<file path="src/rtl/cfg_loader_pkg.sv">
package cfg_loader_pkg;

  typedef enum logic [2:0] {
    ERR_NONE    = 3'd0,
    ERR_RATE    = 3'd1,
    ERR_PHASE   = 3'd2,
    ERR_UNSUP   = 3'd3,
    ERR_RSTFAIL = 3'd4,
    ERR_XFER    = 3'd5
  } err_code_e;

  typedef enum logic [3:0] {
    S_IDLE,
    S_RESET_HOLD,
    S_CHECK_LOW,
    S_HOUSEKEEP,
    S_GAP,
    S_STREAM,
    S_CHECK_HIGH,
    S_ACTIVATE
  } load_state_e;

endpackage

</file>
<file path="src/rtl/cfg_done_sync.sv">
module cfg_done_sync #(
  parameter int STAGES = 2
) (
  input  logic clk,
  input  logic rst,
  input  logic async_in,
  output logic sync_out
);
  logic [STAGES-1:0] chain;

  generate
    if (STAGES == 1) begin : g_single
      always_ff @(posedge clk) begin
        if (rst) chain <= '0;
        else     chain <= async_in;
      end
    end else begin : g_multi
      always_ff @(posedge clk) begin
        if (rst) chain <= '0;
        else     chain <= {chain[STAGES-2:0], async_in};
      end
    end
  endgenerate

  assign sync_out = chain[STAGES-1];
endmodule

</file>
<file path="src/rtl/cfg_byte_shifter.sv">
module cfg_byte_shifter #(
  parameter int DIV_W = 8
) (
  input  logic             clk,
  input  logic             rst,
  input  logic [DIV_W-1:0] half,
  input  logic             load,
  input  logic [7:0]       byte_in,
  output logic             busy,
  output logic             sclk,
  output logic             mosi
);
  logic [DIV_W-1:0] tmr;
  logic [6:0]       rest;
  logic [2:0]       bitn;
  logic             high_phase;

  always_ff @(posedge clk) begin
    if (rst) begin
      busy       <= 1'b0;
      sclk       <= 1'b0;
      mosi       <= 1'b0;
      rest       <= '0;
      bitn       <= '0;
      tmr        <= '0;
      high_phase <= 1'b0;
    end else if (!busy) begin
      if (load) begin
        busy       <= 1'b1;
        mosi       <= byte_in[7];
        rest       <= byte_in[6:0];
        bitn       <= '0;
        high_phase <= 1'b0;
        tmr        <= half - 1'b1;
      end
    end else if (tmr != '0) begin
      tmr <= tmr - 1'b1;
    end else if (!high_phase) begin
      sclk       <= 1'b1;
      high_phase <= 1'b1;
      tmr        <= half - 1'b1;
    end else begin
      sclk       <= 1'b0;
      high_phase <= 1'b0;
      if (bitn == 3'd7) begin
        busy <= 1'b0;
      end else begin
        mosi <= rest[6];
        rest <= {rest[5:0], 1'b0};
        bitn <= bitn + 1'b1;
        tmr  <= half - 1'b1;
      end
    end
  end
endmodule

</file>
<file path="src/rtl/cfg_load_fsm.sv">
module cfg_load_fsm
  import cfg_loader_pkg::*;
#(
  parameter int DIV_W     = 8,
  parameter int HOLD_CYC  = 100,
  parameter int HK_CYC    = 120000,
  parameter int SETTLE    = 4,
  parameter int GAP_CYC   = 4,
  parameter int ACT_BYTES = 7,
  parameter int MIN_HALF  = 2,
  parameter int MAX_HALF  = 50
) (
  input  logic             clk,
  input  logic             rst,
  input  logic             start,
  input  logic [DIV_W-1:0] cfg_half,
  input  logic             cfg_cpha,
  input  logic             cfg_partial,
  input  logic             s_valid,
  input  logic [7:0]       s_data,
  input  logic             s_last,
  output logic             s_ready,
  input  logic             done_sync,
  input  logic             tx_busy,
  output logic             tx_load,
  output logic [7:0]       tx_byte,
  output logic [DIV_W-1:0] half_q,
  output logic             tgt_rst_n,
  output logic             tgt_cs_n,
  output logic             busy,
  output logic             done,
  output logic             err,
  output logic [2:0]       err_code
);
  localparam int MAX_CYC = (HK_CYC > HOLD_CYC) ? HK_CYC : HOLD_CYC;
  localparam int TMR_W   = $clog2(MAX_CYC + 1);
  localparam int ACT_W   = $clog2(ACT_BYTES + 1);

  load_state_e     state;
  logic [TMR_W-1:0] timer;
  logic [ACT_W-1:0] act_cnt;
  logic             last_seen;
  logic             rate_ok, take, act_load, tmr_zero;

  assign rate_ok  = (32'(cfg_half) >= 32'(MIN_HALF)) && (32'(cfg_half) <= 32'(MAX_HALF));
  assign s_ready  = (state == S_STREAM) && !tx_busy && !last_seen;
  assign take     = s_ready && s_valid;
  assign act_load = (state == S_ACTIVATE) && !tx_busy && (act_cnt != ACT_W'(ACT_BYTES));
  assign tx_load  = take || act_load;
  assign tx_byte  = act_load ? 8'h00 : s_data;
  assign tmr_zero = (timer == '0);

  always_ff @(posedge clk) begin
    if (rst) begin
      state     <= S_IDLE;
      timer     <= '0;
      act_cnt   <= '0;
      last_seen <= 1'b0;
      half_q    <= '0;
      tgt_rst_n <= 1'b1;
      tgt_cs_n  <= 1'b1;
      busy      <= 1'b0;
      done      <= 1'b0;
      err       <= 1'b0;
      err_code  <= ERR_NONE;
    end else begin
      case (state)
        S_IDLE: if (start) begin
          done     <= 1'b0;
          err      <= 1'b0;
          err_code <= ERR_NONE;
          if (cfg_partial) begin
            err <= 1'b1; err_code <= ERR_UNSUP;
          end else if (cfg_cpha) begin
            err <= 1'b1; err_code <= ERR_PHASE;
          end else if (!rate_ok) begin
            err <= 1'b1; err_code <= ERR_RATE;
          end else begin
            busy      <= 1'b1;
            half_q    <= cfg_half;
            tgt_rst_n <= 1'b0;
            tgt_cs_n  <= 1'b0;
            timer     <= TMR_W'(HOLD_CYC - 1);
            state     <= S_RESET_HOLD;
          end
        end
        S_RESET_HOLD: if (tmr_zero) begin
          tgt_rst_n <= 1'b1;
          timer     <= TMR_W'(SETTLE - 1);
          state     <= S_CHECK_LOW;
        end else timer <= timer - 1'b1;
        S_CHECK_LOW: if (tmr_zero) begin
          if (done_sync) begin
            tgt_cs_n <= 1'b1;
            busy     <= 1'b0;
            err      <= 1'b1;
            err_code <= ERR_RSTFAIL;
            state    <= S_IDLE;
          end else begin
            timer <= TMR_W'(HK_CYC - 1);
            state <= S_HOUSEKEEP;
          end
        end else timer <= timer - 1'b1;
        S_HOUSEKEEP: if (tmr_zero) begin
          tgt_cs_n <= 1'b1;
          timer    <= TMR_W'(GAP_CYC - 1);
          state    <= S_GAP;
        end else timer <= timer - 1'b1;
        S_GAP: if (tmr_zero) begin
          tgt_cs_n  <= 1'b0;
          last_seen <= 1'b0;
          state     <= S_STREAM;
        end else timer <= timer - 1'b1;
        S_STREAM: if (take) begin
          if (s_last) last_seen <= 1'b1;
        end else if (last_seen && !tx_busy) begin
          tgt_cs_n <= 1'b1;
          timer    <= TMR_W'(SETTLE - 1);
          state    <= S_CHECK_HIGH;
        end
        S_CHECK_HIGH: if (tmr_zero) begin
          if (!done_sync) begin
            busy     <= 1'b0;
            err      <= 1'b1;
            err_code <= ERR_XFER;
            state    <= S_IDLE;
          end else begin
            tgt_cs_n <= 1'b0;
            act_cnt  <= '0;
            state    <= S_ACTIVATE;
          end
        end else timer <= timer - 1'b1;
        S_ACTIVATE: if (act_load) begin
          act_cnt <= act_cnt + 1'b1;
        end else if (!tx_busy) begin
          tgt_cs_n <= 1'b1;
          busy     <= 1'b0;
          done     <= 1'b1;
          state    <= S_IDLE;
        end
        default: state <= S_IDLE;
      endcase
    end
  end
endmodule

</file>
<file path="src/rtl/fpga_cfg_loader.sv">
module fpga_cfg_loader #(
  parameter int CLK_HZ       = 100_000_000,
  parameter int SCLK_MIN_HZ  = 1_000_000,
  parameter int SCLK_MAX_HZ  = 25_000_000,
  parameter int HOLD_NS      = 1000,
  parameter int HOUSEKEEP_US = 1200,
  parameter int ACT_BYTES    = 7,
  parameter int SYNC_STAGES  = 2,
  parameter int DIV_W        = 8
) (
  input  logic             clk,
  input  logic             rst,
  input  logic             start,
  input  logic [DIV_W-1:0] cfg_half,
  input  logic             cfg_cpha,
  input  logic             cfg_partial,
  input  logic             s_valid,
  input  logic [7:0]       s_data,
  input  logic             s_last,
  output logic             s_ready,
  input  logic             tgt_done,
  output logic             tgt_rst_n,
  output logic             tgt_cs_n,
  output logic             tgt_sclk,
  output logic             tgt_mosi,
  output logic             busy,
  output logic             done,
  output logic             err,
  output logic [2:0]       err_code
);
  localparam int HOLD_CYC = int'((64'(HOLD_NS) * 64'(CLK_HZ) + 64'd999_999_999) / 64'd1_000_000_000);
  localparam int HK_CYC   = HOUSEKEEP_US * (CLK_HZ / 1_000_000);
  localparam int MIN_HALF = (CLK_HZ + 2 * SCLK_MAX_HZ - 1) / (2 * SCLK_MAX_HZ);
  localparam int MAX_HALF = CLK_HZ / (2 * SCLK_MIN_HZ);
  localparam int SETTLE   = SYNC_STAGES + 2;

  logic             done_sync, tx_busy, tx_load;
  logic [7:0]       tx_byte;
  logic [DIV_W-1:0] half_q;

  cfg_done_sync #(.STAGES(SYNC_STAGES)) u_sync (
    .clk(clk), .rst(rst), .async_in(tgt_done), .sync_out(done_sync)
  );

  cfg_load_fsm #(
    .DIV_W(DIV_W), .HOLD_CYC(HOLD_CYC), .HK_CYC(HK_CYC), .SETTLE(SETTLE),
    .GAP_CYC(4), .ACT_BYTES(ACT_BYTES), .MIN_HALF(MIN_HALF), .MAX_HALF(MAX_HALF)
  ) u_fsm (
    .clk(clk), .rst(rst), .start(start), .cfg_half(cfg_half),
    .cfg_cpha(cfg_cpha), .cfg_partial(cfg_partial),
    .s_valid(s_valid), .s_data(s_data), .s_last(s_last), .s_ready(s_ready),
    .done_sync(done_sync), .tx_busy(tx_busy), .tx_load(tx_load),
    .tx_byte(tx_byte), .half_q(half_q),
    .tgt_rst_n(tgt_rst_n), .tgt_cs_n(tgt_cs_n),
    .busy(busy), .done(done), .err(err), .err_code(err_code)
  );

  cfg_byte_shifter #(.DIV_W(DIV_W)) u_shift (
    .clk(clk), .rst(rst), .half(half_q), .load(tx_load), .byte_in(tx_byte),
    .busy(tx_busy), .sclk(tgt_sclk), .mosi(tgt_mosi)
  );
endmodule

</file>
<file path="config.mk">
export PLATFORM = sky130hd
export DESIGN_NAME = fpga_cfg_loader
export DESIGN_NICKNAME = d
export VERILOG_FILES = /design/src/rtl/cfg_loader_pkg.sv /design/src/rtl/cfg_done_sync.sv /design/src/rtl/cfg_byte_shifter.sv /design/src/rtl/cfg_load_fsm.sv /design/src/rtl/fpga_cfg_loader.sv
export SDC_FILE = /design/constraint.sdc
export NUM_CORES = 1
export LEC_CHECK = 0
export BUFFER_PORTS_ARGS = -buffer_cell sky130_fd_sc_hd__buf_2
export CORE_MARGIN = 8
export CORE_UTILIZATION = 60
export DETAILED_ROUTE_END_ITERATION = 10
export PLACE_DENSITY = 0.8
export SYNTH_ARGS = -nofsm -noshare
export SYNTH_HDL_FRONTEND = slang
export SYNTH_SLANG_ARGS = --single-unit
</file>
<file path="constraint.sdc">
create_clock -name clk -period 3.3 [get_ports clk]
set_clock_uncertainty 0.1 [all_clocks]
set_input_delay 0.33 -clock clk [delete_from_list [all_inputs] [get_ports clk]]
set_output_delay 0.33 -clock clk [all_outputs]
set_load 0.01 [all_outputs]
</file>
* Word level (Yosys, flattened, before mapping)
Cells that the tools add are included.
Word-level totals: output and inout port bits 11, bits in registers 65
Operators by class: equality and inequality tests 34, $lt $le $gt $ge 2, $add $sub $neg 5, mux-type cells 107, bitwise operators 3, reduce and logical (&&, ||, !) cells 38
Operator list (count):
- $mux W17 | 10
- $pmux W17 S5 | 1
- $mux W4 | 13
- $mux W3 | 16
- $mux W8 | 6
- $mux W1 | 46
- $mux W7 | 5
- $pmux W4 S8 | 1
- $ne A2 B2 Y1 const B | 15
- $logic_not A17 Y1 | 1
- $sub A17 B1 Y17 const B | 1
- $eq A4 B3 Y1 const B | 4
- $ne A2 B1 Y1 const B | 8
- $reduce_and A4 Y1 | 4
- $sub A8 B1 Y8 const B | 2
- $reduce_and A15 Y1 | 1
- $reduce_and A13 Y1 | 1
- $reduce_and A6 Y1 | 2
- $reduce_and A11 Y1 | 1
- $reduce_bool A2 Y1 | 5
- $pmux W3 S3 | 1
- $reduce_and A9 Y1 | 1
- $eq A4 B2 Y1 const B | 2
- $ge A8 B2 Y1 const B | 1
- 25 further kinds | 41

* Longest topological paths before layout
word-level depth 7, mapped depth 9

* Modules after synthesis
A second synthesis with hierarchy kept.
Second synthesis, totals: cell total of the unflattened synthesis 491, area total of the unflattened synthesis 4027.6 µm²
By module, submodules not included:
- cfg_load_fsm | instances 1, sequential area each 800.8 µm², area each 2637.5 µm², cells an instance 332
- cfg_byte_shifter | instances 1, sequential area each 440.4 µm², area each 1337.5 µm², cells an instance 155
- cfg_done_sync | instances 1, sequential area each 40.0 µm², area each 52.6 µm², cells an instance 4

* Least setup slack after synthesis
OpenSTA, ideal clock, no wires.
path type reg-to-reg, from register u_fsm.timer[0], to register u_fsm.err_code[1], setup slack 1.067 ns, stages on the path, launching flop included 9, arrival time 2.074 ns, period minus slack after synthesis 2.233 ns, cell sequence dfxtp_1 inv_1 ha_1 nor4b_2 nand4_4 or4_4 a31o_1 nor4_2 a31o_1
Between the ends: cells in the longest elaborated chain, start to end 3, elaborated cells on any way between the ends 4
RTL lines:
- start: declaration | line cfg_load_fsm.sv:40 | logic [TMR_W-1:0] timer;
- start signal: assignment | line cfg_load_fsm.sv:83 | timer <= TMR_W'(HOLD_CYC - 1);
- start signal: assignment | line cfg_load_fsm.sv:89 | timer <= TMR_W'(SETTLE - 1);
- start signal: assignment | line cfg_load_fsm.sv:91 | end else timer <= timer - 1'b1;
- $logic_not A17 Y1 (*) | line cfg_load_fsm.sv:51 | assign tmr_zero = (timer == '0);
- $ne A2 B1 Y1 (no source line)
- $reduce_and A6 Y1 (no source line) (*)
- end signal: assignment | line cfg_load_fsm.sv:65 | err_code <= ERR_NONE;
- end signal: assignment | line cfg_load_fsm.sv:71 | err_code <= ERR_NONE;
- end signal: assignment | line cfg_load_fsm.sv:73 | err <= 1'b1; err_code <= ERR_UNSUP;
- end: declaration | line cfg_load_fsm.sv:33 | output logic [2:0] err_code
Mark *: on every way between the ends. The rest lies on a longest branch, timed or not. A chain may end at the register's enable or synchronous reset.

* Final worst setup path
from register u_fsm.state[1], to register u_shift.tmr[6]
Between the ends: cells in the longest elaborated chain, start to end 7, elaborated cells on any way between the ends 10
RTL lines:
- start: declaration | line cfg_load_fsm.sv:39 | load_state_e state;
- start signal: assignment | line cfg_load_fsm.sv:55 | state <= S_IDLE;
- start signal: assignment | line cfg_load_fsm.sv:84 | state <= S_RESET_HOLD;
- start signal: assignment | line cfg_load_fsm.sv:90 | state <= S_CHECK_LOW;
- $eq A4 B3 Y1 | line cfg_load_fsm.sv:46 | assign s_ready = (state == S_STREAM) && !tx_busy && !last_seen;
- $logic_and A1 B1 Y1 (2 in a row) | line cfg_load_fsm.sv:46
- $logic_and A1 B1 Y1 | line cfg_load_fsm.sv:47 | assign take = s_ready && s_valid;
- $logic_or A1 B1 Y1 (*) | line cfg_load_fsm.sv:49 | assign tx_load = take || act_load;
- $reduce_bool A2 Y1 (no source line) (*)
- $reduce_and A2 Y1 (no source line) (*)
- end signal: assignment | line cfg_byte_shifter.sv:37 | tmr <= tmr - 1'b1;
- end signal: assignment | line cfg_byte_shifter.sv:41 | tmr <= half - 1'b1;
- end signal: assignment | line cfg_byte_shifter.sv:51 | tmr <= half - 1'b1;
- end: declaration | line cfg_byte_shifter.sv:13 | logic [DIV_W-1:0] tmr;
Marked as above.

==> impl_results.md <==
* CP Launch Point: u_fsm.state[1]
* Net switching power at 1.58 mW
* Endpoints failing setup at 0
* Layout area overhead at 11.3%
* Total global routing track utilization at 21.0%
* Synthesized net count at 484
* Outcome: finished clean
* Die W at 93.4 µm
* Hold_buf cts at 0
* Worst skew pair latency at about 0.35 ns
* Maximum vdd drop at 853 µV
* RSZ-0062 raised after global routing: false
* Post-synth EDFFs at 0
* Vias in the first global route at 3246
* Wirelength per Cell at 16.1 µm
* Area occupied by multi-input gates at 2160 µm²
* Worst Path Required at 3.46 ns
* Worst Path Max Fanout at 21
* Post-DP HPWL at 6260 µm
* CP endpoint: u_shift.tmr[6]
* Fin crit share at 81.6%
* Max Cap Violations at 0
* Fin Hold WS at between 0.09 and 0.1 ns
* Cell-internal power at 1.88 mW
* Initial DRC Count at about 310
* # Post-CTS Setup Buffers at 0
* Type of element capturing the critical path: flop
* Max_slew headroom at about 55%
* Slew Viols, Final at 0
* Sequential share of power at 29.5%
* DR vias/cell at 6.36
* Comb power frac at 51.7%
* Filler cells at 447
* Final wirelength at 8990 µm
* Clock power frac at a little under a fifth
* DR vias at roughly 3600
* Core ar. at 5850 µm²
* Power Total at 3.46 mW
* Crit path DAT at approximately 2.9 ns
* Worst-path clk slew at 0.07 ns
* Initial antenna violation count at 0
* DRC viols at 0
* Yosys warning count at 0
* Final nets at a little over 500
* H-Tree Depth at 3
* Slew @ Worst Pin at 0.667 ns
* Number of instances resized during post-cts repair at 0
* Avg Inst Size Synth at 7.96 µm²
* CP startpoint kind: flop
* First-pass GRT wire length at about 15000 µm
* Fin Setup TNS at 0 ns
* Fmax at 372 MHz
* Antenna diode count at 0
* Layout cells sized above 1 at 14.5%
* PwrDens at 865 nW/µm²
* Worst r2r dst: u_shift.tmr[6]
* Switching share of power at 45.6%
* Worst r2r src: u_fsm.state[1]
* Clock Root Buffer: clkbuf_8
* Leakage at around 1.5 nW
* Count of state elements after synthesis at 64
* Post-synth ARST share at 0%
* RePlAce Congestion at 0.898
* FF+latch area at between 1000 and 1500 µm²
* Die height at 93.4 µm
* Sequential fraction of the synthesis area at a little over a third
* Final hold violations at 0
* Num rows at 28
* Largest net degree at the start of global routing at 31
* CTS tree: done
* PortBufs at 34
* Hold Path Class: input pin to flop
* Worst Reg2Reg Path Length in Cells at 6
* Unique masters post-synth at between 60 and 70
* Post-Syn Area at roughly 3600 µm²
* CTS Buffer Depth at 2
* CTS Buf Count at 9
* Antenna Nets Post-Route at 0
* Kind of critical path: flop to flop
* FF-to-FF setup slack at between 0.6 and 0.7 ns
* Total gr overflow at 0
* Fin crit period at between 2 and 3 ns
* Cell count after synthesis at 451
* Clock tree sinks at 64
* Main synth FF type: dfxtp_1
* Initial Utilization at 61.4%
* Num ports at 35
* Die outline area at 8720 µm²
* Initial DRT Pass Iterations at 5
[critical path, stage by stage, from the launching register on]
cell	delay, ns
dfxtp_1	0.72
and3_1	0.38
a21oi_1	0.26
o21ai_2	0.38
nor2_1	0.15
or3_1	0.39
a221oi_1	0.23
[how the worst min path moves through the flow]
| stage | end | start | cells past startpoint |
|---|---|---|---|
| 2_1_floorplan | u_sync.chain[1] | u_sync.chain[0] | 1 |
| 3_3_place_gp | u_sync.chain[1] | u_sync.chain[0] | 1 |
| 3_5_place_dp | u_sync.chain[1] | u_sync.chain[0] | 1 |
| 4_1_cts | u_sync.chain[0] | tgt_done | 2 |
| 5_1_grt | u_sync.chain[0] | tgt_done | 2 |
| 6_report | u_sync.chain[0] | tgt_done | 2 |
[flip-flops by register name, summed over array words and instances, names as in the netlist, 2 cells and up]
name / count
u_sync.chain: 2
u_shift.rest: 7
u_fsm.act_cnt: 3
u_fsm.timer: 17
u_fsm.state: 3
u_shift.tmr: 8
u_fsm.half_q: 8
u_fsm.err_code: 3
u_shift.bitn: 3
[layout by cell type (no fill, tap or decap), drive strengths merged, types with 4 or more instances in the layout]
cell / count
a211oi: 11
a21o: 4
a21oi: 40
a22oi: 7
a31o: 4
a31oi: 9
a32o: 4
and3: 5
buf: 41
clkbuf: 12
dfxtp: 64
ha: 9
inv: 15
mux2i: 7
nand2: 35
nand2b: 5
nand3: 12
nand4: 8
nand4b: 4
nor2: 65
nor2b: 6
nor3: 9
nor3b: 4
nor4: 9
o211ai: 7
o21ai: 29
o31ai: 4
or3: 4
or4: 5
xnor2: 5
xor2: 5
[cell usage after synthesis (2+ instances only)]
cell	instances	share of area, %
o211ai_1	6	1.3
and4_1	2	0.49
mux2_2	2	0.63
mux2i_1	7	2.0
nand2b_1	5	0.87
a31o_1	2	0.49
a22oi_1	7	1.5
xnor2_1	5	1.2
nor2_1	65	6.8
dfxtp_1	64	36
a31o_2	2	0.49
nand3_1	12	1.7
nand4_1	7	1.2
and3_1	5	0.87
nor2b_1	6	1.0
nand4b_1	4	0.98
nand3b_1	3	0.63
nor3b_1	3	0.63
buf_2	2	0.28
or4_1	4	0.84
clkbuf_1	18	1.9
nor3_1	9	1.3
nor4_2	3	1.0
buf_1	4	0.42
nand2_1	35	3.7
o21ai_0	28	3.9
a21oi_1	40	5.6
a221oi_1	3	0.73
o311ai_0	3	0.73
xor2_1	5	1.2
inv_1	15	1.6
o31ai_1	4	0.84
a32o_1	4	1.1
and2_1	3	0.52
a31oi_1	8	1.4
or3_1	4	0.70
a211oi_1	11	2.3
nor4_1	5	0.87
a311oi_1	2	0.49
a21o_1	4	0.84
ha_1	9	3.1
a32oi_1	2	0.49
[kinds of logic after synthesis]
kind of cell    after synthesis  synth area share [%]
simple gates                182                  26.8
compound gates              138                  25.2
flops                        64                  35.7
buf+inv                      39                  4.15
xor+xnor                     10                  2.44
mux                           9                  2.58
fa+ha+maj                     9                  3.14
[layer usage]
metal / share of wire, % / GRT usage [%] / vias up
met4: 1.5 / 8.19 / 0
li1: - / - / 1732
met2: 46 / 32.9 / 133
met1: 46 / 26.7 / 1674
met3: 6.7 / 5.77 / 15
met5: 0 / 0 / -
[layout make-up]
class,count,area share [%]
repair buffers,41,5.57
clock buffers,12,3.38
multi-input cells,348,54.1
flip-flops and latches,64,32.1
inverters,15,1.41
well taps,75,2.35
clock inverters,4,1.13
[per-stage QoR]
stage	utilization, %	setup WS, ns	instances	area, µm²
finish	68.3	0.609	559	4000
global route	68.3	0.357	559	4000
CTS	68.3	0.638	559	4000
detailed placement	65.2	0.661	543	3810
global placement	65.2	0.766	543	3810
floorplan	-	1.07	451	3590
[power groups by stage]
stage          logic, mW  registers [mW]  clock network (mW)
5_1_grt             1.96            1.04               0.694
3_3_place_gp        1.71            1.03                   0
6_report            1.79            1.02               0.650
2_1_floorplan       1.34            1.01                   0
3_5_place_dp        1.73            1.03                   0
4_1_cts             1.74            1.01               0.660
Power figures use the tool's default switching activity.
